### src/rtl/vcfg_pkg.sv
package vcfg_pkg;

  typedef enum logic [1:0] {
    CTX_OFF   = 2'd0,
    CTX_INIT  = 2'd1,
    CTX_CLEAN = 2'd2,
    CTX_DIRTY = 2'd3
  } ctx_e;

  // strobes from control to datapath
  typedef struct packed {
    logic cfgWrite;    // load type/vl this cycle
    logic statusLoad;  // take the direct status value
    logic markDirty;   // move status to Dirty
  } vcfg_strb_t;

  localparam int unsigned LMUL_W = 3;
  localparam int unsigned SEWC_W = 3;
  localparam int unsigned FIELD_W = 8;

endpackage

### src/rtl/vcfg_decode.sv
module vcfg_decode
  import vcfg_pkg::*;
#(
  parameter int unsigned XLEN = 64,
  parameter int unsigned VLEN = 128,
  parameter int unsigned ELEN = 64
) (
  input  logic [XLEN-1:0] cfgType,
  output logic            typeLegal,
  output logic [XLEN-1:0] vlmax
);
  localparam int unsigned WIDE = $clog2(VLEN) + 4;

  logic [LMUL_W-1:0] lmulCode;
  logic [SEWC_W-1:0] sewCode;
  logic              upperDirty;
  logic              lmulReserved;
  logic              sewReserved;
  logic              sewTooWide;
  logic [1:0]        upShift;
  logic [2:0]        downShift;
  logic [WIDE-1:0]   scaled;
  logic [WIDE-1:0]   quot;
  logic [31:0]       sewBits;

  assign lmulCode   = cfgType[2:0];
  assign sewCode    = cfgType[5:3];
  assign upperDirty = |cfgType[XLEN-1:FIELD_W];

  assign lmulReserved = (lmulCode == 3'b100);
  assign sewReserved  = sewCode[2];

  always_comb begin
    sewBits    = 32'd8 << sewCode[1:0];
    sewTooWide = (sewBits > ELEN);
  end

  // integer group widens, fractional group narrows
  always_comb begin
    if (lmulCode[2]) begin
      upShift   = 2'd0;
      downShift = 3'd4 - {1'b0, lmulCode[1:0]};
    end else begin
      upShift   = lmulCode[1:0];
      downShift = 3'd0;
    end
    scaled = WIDE'(VLEN) << upShift;
    quot   = scaled >> (4'd3 + {2'b00, sewCode[1:0]} + {1'b0, downShift});
  end

  assign vlmax = XLEN'(quot);

  assign typeLegal = !upperDirty && !lmulReserved && !sewReserved &&
                     !sewTooWide && (quot != '0);

endmodule

### src/rtl/vcfg_ctrl.sv
module vcfg_ctrl
  import vcfg_pkg::*;
(
  input  logic       cfgValid,
  input  logic       csrAccess,
  input  logic       stWrEn,
  input  logic [1:0] ctxStatus,
  output vcfg_strb_t strb,
  output logic       illegalInstr
);
  logic unitOff;

  assign unitOff = (ctx_e'(ctxStatus) == CTX_OFF);

  always_comb begin
    strb            = '0;
    strb.cfgWrite   = cfgValid && !unitOff;
    strb.statusLoad = stWrEn;
    strb.markDirty  = cfgValid && !unitOff && !stWrEn;
  end

  assign illegalInstr = unitOff && (cfgValid || csrAccess);

endmodule

### src/rtl/vcfg_dpath.sv
module vcfg_dpath
  import vcfg_pkg::*;
#(
  parameter int unsigned XLEN = 64,
  parameter int unsigned VLEN = 128,
  parameter int unsigned ELEN = 64
) (
  input  logic            clk,
  input  logic            rstN,
  input  vcfg_strb_t      strb,
  input  logic [XLEN-1:0] cfgType,
  input  logic [XLEN-1:0] cfgAvl,
  input  logic [1:0]      stWrData,
  output logic [XLEN-1:0] vtypeRaw,
  output logic [XLEN-1:0] vlOut,
  output logic [1:0]      ctxStatus
);
  localparam logic [XLEN-1:0] ILL_MARK = {1'b1, {(XLEN-1){1'b0}}};

  logic            typeLegal;
  logic [XLEN-1:0] vlmax;
  logic [XLEN-1:0] vlNext;
  logic [XLEN-1:0] vtypeNext;
  logic [XLEN-1:0] vtypeQ;
  logic [XLEN-1:0] vlQ;
  logic [1:0]      statusQ;

  vcfg_decode #(.XLEN(XLEN), .VLEN(VLEN), .ELEN(ELEN)) dec_i (
    .cfgType  (cfgType),
    .typeLegal(typeLegal),
    .vlmax    (vlmax)
  );

  always_comb begin
    if (typeLegal) begin
      vtypeNext = {{(XLEN-FIELD_W){1'b0}}, cfgType[FIELD_W-1:0]};
      vlNext    = (cfgAvl < vlmax) ? cfgAvl : vlmax;
    end else begin
      vtypeNext = ILL_MARK;
      vlNext    = '0;
    end
  end

  always_ff @(posedge clk or negedge rstN) begin
    if (!rstN) begin
      vtypeQ <= ILL_MARK;
      vlQ    <= '0;
    end else if (strb.cfgWrite) begin
      vtypeQ <= vtypeNext;
      vlQ    <= vlNext;
    end
  end

  always_ff @(posedge clk or negedge rstN) begin
    if (!rstN)                statusQ <= CTX_OFF;
    else if (strb.statusLoad) statusQ <= stWrData;
    else if (strb.markDirty)  statusQ <= CTX_DIRTY;
  end

  assign vtypeRaw  = vtypeQ;
  assign vlOut     = vlQ;
  assign ctxStatus = statusQ;

endmodule

### src/rtl/vcfg_unit.sv
module vcfg_unit
  import vcfg_pkg::*;
#(
  parameter int unsigned XLEN = 64,
  parameter int unsigned VLEN = 128,
  parameter int unsigned ELEN = 64
) (
  input  logic            clk,
  input  logic            rstN,
  input  logic            cfgValid,
  input  logic [XLEN-1:0] cfgType,
  input  logic [XLEN-1:0] cfgAvl,
  input  logic            csrAccess,
  input  logic            stWrEn,
  input  logic [1:0]      stWrData,
  output logic [XLEN-1:0] vtypeRaw,
  output logic [XLEN-1:0] vlOut,
  output logic [1:0]      ctxStatus,
  output logic            illegalInstr
);
  vcfg_strb_t strb;

  vcfg_ctrl ctrl_i (
    .cfgValid    (cfgValid),
    .csrAccess   (csrAccess),
    .stWrEn      (stWrEn),
    .ctxStatus   (ctxStatus),
    .strb        (strb),
    .illegalInstr(illegalInstr)
  );

  vcfg_dpath #(.XLEN(XLEN), .VLEN(VLEN), .ELEN(ELEN)) dpath_i (
    .clk      (clk),
    .rstN     (rstN),
    .strb     (strb),
    .cfgType  (cfgType),
    .cfgAvl   (cfgAvl),
    .stWrData (stWrData),
    .vtypeRaw (vtypeRaw),
    .vlOut    (vlOut),
    .ctxStatus(ctxStatus)
  );

endmodule

### config.mk
export PLATFORM = sky130hd
export DESIGN_NAME = vcfg_unit
export DESIGN_NICKNAME = d
export VERILOG_FILES = /design/src/rtl/vcfg_pkg.sv /design/src/rtl/vcfg_decode.sv /design/src/rtl/vcfg_ctrl.sv /design/src/rtl/vcfg_dpath.sv /design/src/rtl/vcfg_unit.sv
export SDC_FILE = /design/constraint.sdc
export NUM_CORES = 1
export LEC_CHECK = 0
export ABC_AREA = 1
export BUFFER_PORTS_ARGS = -buffer_cell sky130_fd_sc_hd__buf_2
export CAP_MARGIN = 10
export CORE_UTILIZATION = 55
export CTS_CLUSTER_SIZE = 8
export DETAILED_ROUTE_END_ITERATION = 8
export PLACE_DENSITY = 0.88
export SYNTH_ARGS = -nofsm -noshare
export SYNTH_HDL_FRONTEND = slang
export SYNTH_HIERARCHICAL = 1
export SYNTH_SLANG_ARGS = --single-unit
export TNS_END_PERCENT = 100
### constraint.sdc
create_clock -name clk -period 2 [get_ports clk]
set_clock_uncertainty 0.1 [all_clocks]
set_input_delay 0.3 -clock clk [delete_from_list [all_inputs] [get_ports clk]]
set_output_delay 0.3 -clock clk [all_outputs]
set_load 0.005 [all_outputs]
== Word-level counts from Yosys, hierarchy flattened ==
Cells that the tools add are included.

* Output and inout bits: 131
* Bits in registers: 130
* Word-level logic and storage cells: 37
* Input bits: 135

* Reductions and logical operators: 18
* Magnitude comparators: 2
* Shift-type cells: 3
* Equal/unequal tests: 1
* Add/sub/neg operators: 3
* Muxes and demuxes: 7

{| class="wikitable"
|+ Operators with widths
! cell !! number
|-
| 64-bit two-way mux || 3
|-
| 64-bit by 11-bit less-than comparator with 1-bit output || 1
|-
| 56-bit OR reduction || 1
|-
| 32-bit by 7-bit greater-than comparator with 1-bit output (second input constant) || 1
|-
| 4-bit by 2-bit left shift with 32-bit output (first input constant) || 1
|-
| 11-bit nonzero test || 1
|-
| 8-bit by 2-bit left shift with 11-bit output (first input constant) || 1
|-
| 11-bit by 4-bit >> shifter with 11-bit output || 1
|-
| 1-bit logical AND || 7
|-
| 1-bit zero test || 6
|-
| 2-bit two-way mux || 3
|-
| 3-bit by 3-bit adder with 4-bit output || 1
|-
| 2-bit by 2-bit adder with 3-bit output (first input constant) || 1
|-
| 3-bit equality test (second input constant) || 1
|-
| 3-bit two-way mux || 1
|-
| 3-bit by 2-bit subtractor with 3-bit output (first input constant) || 1
|-
| 2-bit zero test || 1
|-
| 2-bit nonzero test || 1
|-
| 1-bit logical OR || 1
|}

== Longest topological paths before layout ==
* Depth after elaboration: 7
* Depth in mapped cells: 30
* Depth with buffers taken out: 29

== Cells and area by module ==
The synthesis kept the hierarchy.

{| class="wikitable"
|+ By module, submodules not included
! module !! area an instance (µm²) !! seq. area each (µm²) !! cells each !! instances
|-
| vcfg_dpath || 6082.1 || 1878.1 || 834 || 1
|-
| vcfg_decode || 1054.8 || 0.0 || 165 || 1
|-
| vcfg_ctrl || 33.8 || 0.0 || 6 || 1
|}

== Worst setup path before layout ==
OpenSTA, ideal clock, no wires.

* Path type: in2reg
* From: input cfgType[0]
* To: register dpath_i.vlQ[21], in the netlist dpath_i/vlOut[21]
* Data required time: 1.783 ns
* Path slack: -1.923 ns
* Setup time: 0.117 ns
* Cell stages on the path: 27
* Arrival time: 3.705 ns
* Path buffers: 2
* Path through: inv_2 ha_1 nand2_1 ha_1 inv_1 ha_1 inv_1 fa_1 nor2_1 nand4_1 nand2_2 inv_1 ha_1 a21oi_1 nor2_1 nor3_1 nand2_1 nand2_1 nand2_1 nand2_1 nand2_1 nand2_1 buf_4 buf_2 nand3_1 nand3_1 nand2_1

* Word-level cells in the longest chain between the ends: 7

{| class="wikitable"
|+ Ends and longest elaborated chain
! what !! RTL line !! RTL
|-
| start, declared || vcfg_unit.sv:11 || <nowiki>input logic [XLEN-1:0] cfgType,</nowiki>
|-
| 3-bit by 2-bit subtractor with 3-bit output || vcfg_decode.sv:42 || <nowiki>downShift = 3'd4 - {1'b0, lmulCode[1:0]};</nowiki>
|-
| 3-bit two-way mux || vcfg_decode.sv:40 || <nowiki>if (lmulCode[2]) begin</nowiki>
|-
| 3-bit by 3-bit adder with 4-bit output || vcfg_decode.sv:48 || <nowiki>quot = scaled >> (4'd3 + {2'b00, sewCode[1:0]} + {1'b0, downShift});</nowiki>
|-
| 11-bit by 4-bit >> shifter with 11-bit output (*) || vcfg_decode.sv:48 ||
|-
| via dpath_i.vlmax[5] || vcfg_dpath.sv:21 || <nowiki>logic [XLEN-1:0] vlmax;</nowiki>
|-
| 64-bit by 11-bit less-than comparator with 1-bit output / 11-bit nonzero test (equally long branches) || vcfg_dpath.sv:37, vcfg_decode.sv:54 ||
|-
| 64-bit two-way mux / 1-bit logical AND (equally long branches) || vcfg_dpath.sv:37, vcfg_decode.sv:54 ||
|-
| 64-bit two-way mux (*) || vcfg_dpath.sv:35 || <nowiki>if (typeLegal) begin</nowiki>
|-
| end signal, assigned || vcfg_dpath.sv:50 || <nowiki>vlQ <= vlNext;</nowiki>
|-
| end, declared || vcfg_dpath.sv:25 || <nowiki>logic [XLEN-1:0] vlQ;</nowiki>
|}

Mark *: on every way through the listed nets, which the timed path passes. The rest lies on a longest branch.
A chain may end at the register's enable or synchronous reset.

== Worst setup path after layout ==
* From: input cfgType[1]
* To: register dpath_i.vlQ[34], in the netlist dpath_i/vlOut[34]

Same word-level chain as after synthesis.

==> run_results.csv <==
group,metric,value,unit
floorplan,die_area,13500,sq um
clock_network,clock-sinks,75,
clock_network,clk_path_buf_depth,2,
worst_setup_path,cp.arrival,4.13,ns
worst_setup_path,critPathRequiredTime,2.13,ns
clock_network,h-tree-depth,3,
floorplan,initial_core_util,56.6,%
timing,worst_pin_slew,0.546,ns
min_path,hold_path_class,"in -> reg",
clock_network,cts_buffers,9,
worst_setup_path,path_max_fanout,7,
timing,clock.fmax,250,MHz
cells_and_area,finalNonFillerCells,1473,
timing,rsz0062_at_grt,"yes",
global_route,antenna_found_initial,5,
place,place_inst,1409,
worst_setup_path,path_class,"in -> reg",
timing,whs,0.104,ns
routing,drtIter0Drc,647,
run_status,violations,"setup timing",
global_route,grt_pass1_wl,35.6,mm
synth,yosys_register_bits,75,
floorplan,io_pins,266,
floorplan,core,12700,sq um
synth,yosysTopAreaCellShare,25.8,%
routing,drc,0,
worst_setup_path,cp-end-kind,"flop",
power_and_ir_drop,power.density,517,nW/um^2
synth,synth.yosys.seq_area_share,26.2,%
timing,hold_viol,0,
clock_network,cts.clk_slew.worst_paths,0.06,ns
routing,via_per_inst,5.19,
routing,routed_wl,24.6,mm
floorplan,rows,41,
clock_network,cts_tree,"built",
worst_setup_path,cp-start-kind,"primary input",
place,hpwlAfterDp,14.7,mm
synth,synthTopCellsByArea,"dfrtp_1, nand2_1, buf_4",
routing,drtPass1Iterations,5,
synth,syn_area_per_cell,7.13,sq um
timing,drv_slew,0,
clock_network,cts-root-buf,"clkbuf_16",
timing,period_needed,4.01,ns
global_route,grt_max_degree,45,
routing,antenna_left,0,
global_route,gr-usage-all-layers,34.5,%
place,port_buffers,210,
synth,synth_area,7170,sq um
floorplan,die_height,116,um
power_and_ir_drop,p_leak,5.65,nW
place,gp_congestion,0.883,
cells_and_area,syn2layout_area_growth,37.6,%
clock_network,clk-insertion-delay-late,0.34,ns
global_route,grt-ovfl-total,0,
timing,setup_violations,73,
cells_and_area,final_common_cell,"nand2_1",
synth,yosys.area.top_type,"dfrtp_1",
job,cap_violations,0,
cells_and_area,nFillCells,859,
synth,ys_warn_count,6,
power_and_ir_drop,p_total,0.00510,W
power_and_ir_drop,peakVddDrop,381,uV
floorplan,die_w,116,um
synth,syn_inst,1005,
cells_and_area,final_cell_mix,"nand2_1, buf_2, inv_1, conb_1, nand3_2",
cells_and_area,final_nets,1494,
timing,fin_crit_sh,200,%
cells_and_area,layout-drive-gt1-share,38.0,%
global_route,grt_pass1_vias,7485,
routing,vias,7651,
synth,synth_cell_types,34,
timing,relSlewSlack,63.3,%
timing,setup_ws,-2.01,ns
run_status,status,"complete, but fails checks",
routing,wire_per_inst,16.7,um
## registers in the layout (all words and copies together), names as in the netlist
register,cells
dpath_i/vtypeRaw,9
dpath_i/ctxStatus,2
dpath_i/vlOut,64
## metrics by stage
| stage | area [sq um] | util (%) | setup TNS, ns | worst slack [ns] |
|---|---|---|---|---|
| 2_1_floorplan | 7760 | - | -108.43 | -1.59 |
| 3_3_place_gp | 8500 | 67.0 | -141.59 | -2.06 |
| 3_5_place_dp | 8500 | 67.0 | -144.80 | -2.10 |
| 4_1_cts | 9540 | 75.3 | -106.39 | -1.54 |
| 5_1_grt | 9870 | 77.9 | -161.84 | -2.38 |
| 6_report | 9870 | 77.9 | -135.77 | -2.01 |
## path summary, 6_finish.rpt
| kind | slack [ns] | to | from | cells past startpoint |
|---|---|---|---|---|
| setup / recovery | -2.01 | dpath_i/vlOut[34] | cfgType[1] | 26 |
| hold / removal | 0.10 | dpath_i/vtypeRaw[7] | cfgType[7] | 2 |
| setup reg to reg | 0.25 | dpath_i/vlOut[57] | dpath_i/ctxStatus[1] | 6 |
| hold reg to reg | 0.37 | dpath_i/vlOut[37] | dpath_i/vlOut[37] | 2 |
| max in group asynchronous | 0.85 | dpath_i/vlOut[43] | rstN | 3 |
| min in group asynchronous | 0.36 | dpath_i/vlOut[24] | rstN | 2 |
## cells in the mapped netlist, drive strengths merged
| master | number |
|---|---|
| nand2 | 272 |
| or2 | 1 |
| dfstp | 1 |
| buf | 136 |
| o2111ai | 1 |
| o21ai | 10 |
| fa | 1 |
| a21oi | 32 |
| ha | 67 |
| nor3 | 10 |
| nand4 | 8 |
| xnor2 | 1 |
| inv | 163 |
| nand3 | 154 |
| nor2 | 40 |
| o21a | 2 |
| o211ai | 2 |
| clkbuf | 7 |
| conb | 2 |
| xor2 | 1 |
| a22o | 8 |
| dfrtp | 74 |
| nor4 | 12 |
## kinds of logic (layout without fill, tap and decap cells)
kind of cell,count (synthesis),after routing,share of synthesized area [%]
other,2,113,0.105
flip-flops,75,75,26.2
AO/OA/AOI/OAI,55,55,4.50
XOR/XNOR,2,2,0.349
adder cells (fa/ha/maj),68,68,12.0
buffers and inverters,306,491,23.0
AND/OR/NAND/NOR,497,497,33.9
## report_power, final
| group | leakage, nW | internal [W] | switching, W |
|---|---|---|---|
| clock | 0.155 | 0.00107 | 0.000672 |
| sequential | 1.04 | 0.00152 | 0.00000340 |
| combinational | 4.45 | 0.000785 | 0.00106 |
## critical path, cell delays in order
cell	delay (ns)
buf_6	0.08
inv_4	0.03
ha_4	0.26
nand2_4	0.04
ha_4	0.22
inv_2	0.06
ha_4	0.11
inv_2	0.03
fa_2	0.63
nand2_4	0.10
nor3_1	0.22
inv_1	0.11
ha_1	0.28
nand2_1	0.09
nor3_1	0.48
nand2_1	0.15
nand2_1	0.10
nand2_1	0.06
nand2_2	0.09
nand2_4	0.10
nand2_8	0.14
buf_12	0.12
buf_16	0.13
nand2_2	0.06
nand3_1	0.08
nand2_1	0.06
## layout make-up
cell class	count	area (sq um)	share of cell area, %
inverter	163	639	6.48
antenna	5	12.5	0.127
sequential	75	1880	19.0
clock buffer	12	267	2.70
clock inverter	4	47.5	0.482
multi-input combinational	730	4530	45.9
tap	172	215	2.18
timing repair buffer	312	2280	23.1
## layer usage
metal	global-route usage, %	wire (um)
met1	37.9	8920
met2	60.3	12100
met3	7.94	2000
met4	21.4	1470
met5	0	44
## what timing repair did
| item | 4_1_cts | 5_1_grt |
|---|---|---|
| setup endpoints to repair | 73 | 73 |
| hold buffers | 1 | 0 |
| hold endpoints to repair | 28 | 0 |
| resized for setup | 54 | 53 |
| pin swaps | 25 | 28 |
| buffers inserted | 22 | 11 |
| gates cloned | 10 | 4 |
(Power assumes the default switching activity.)
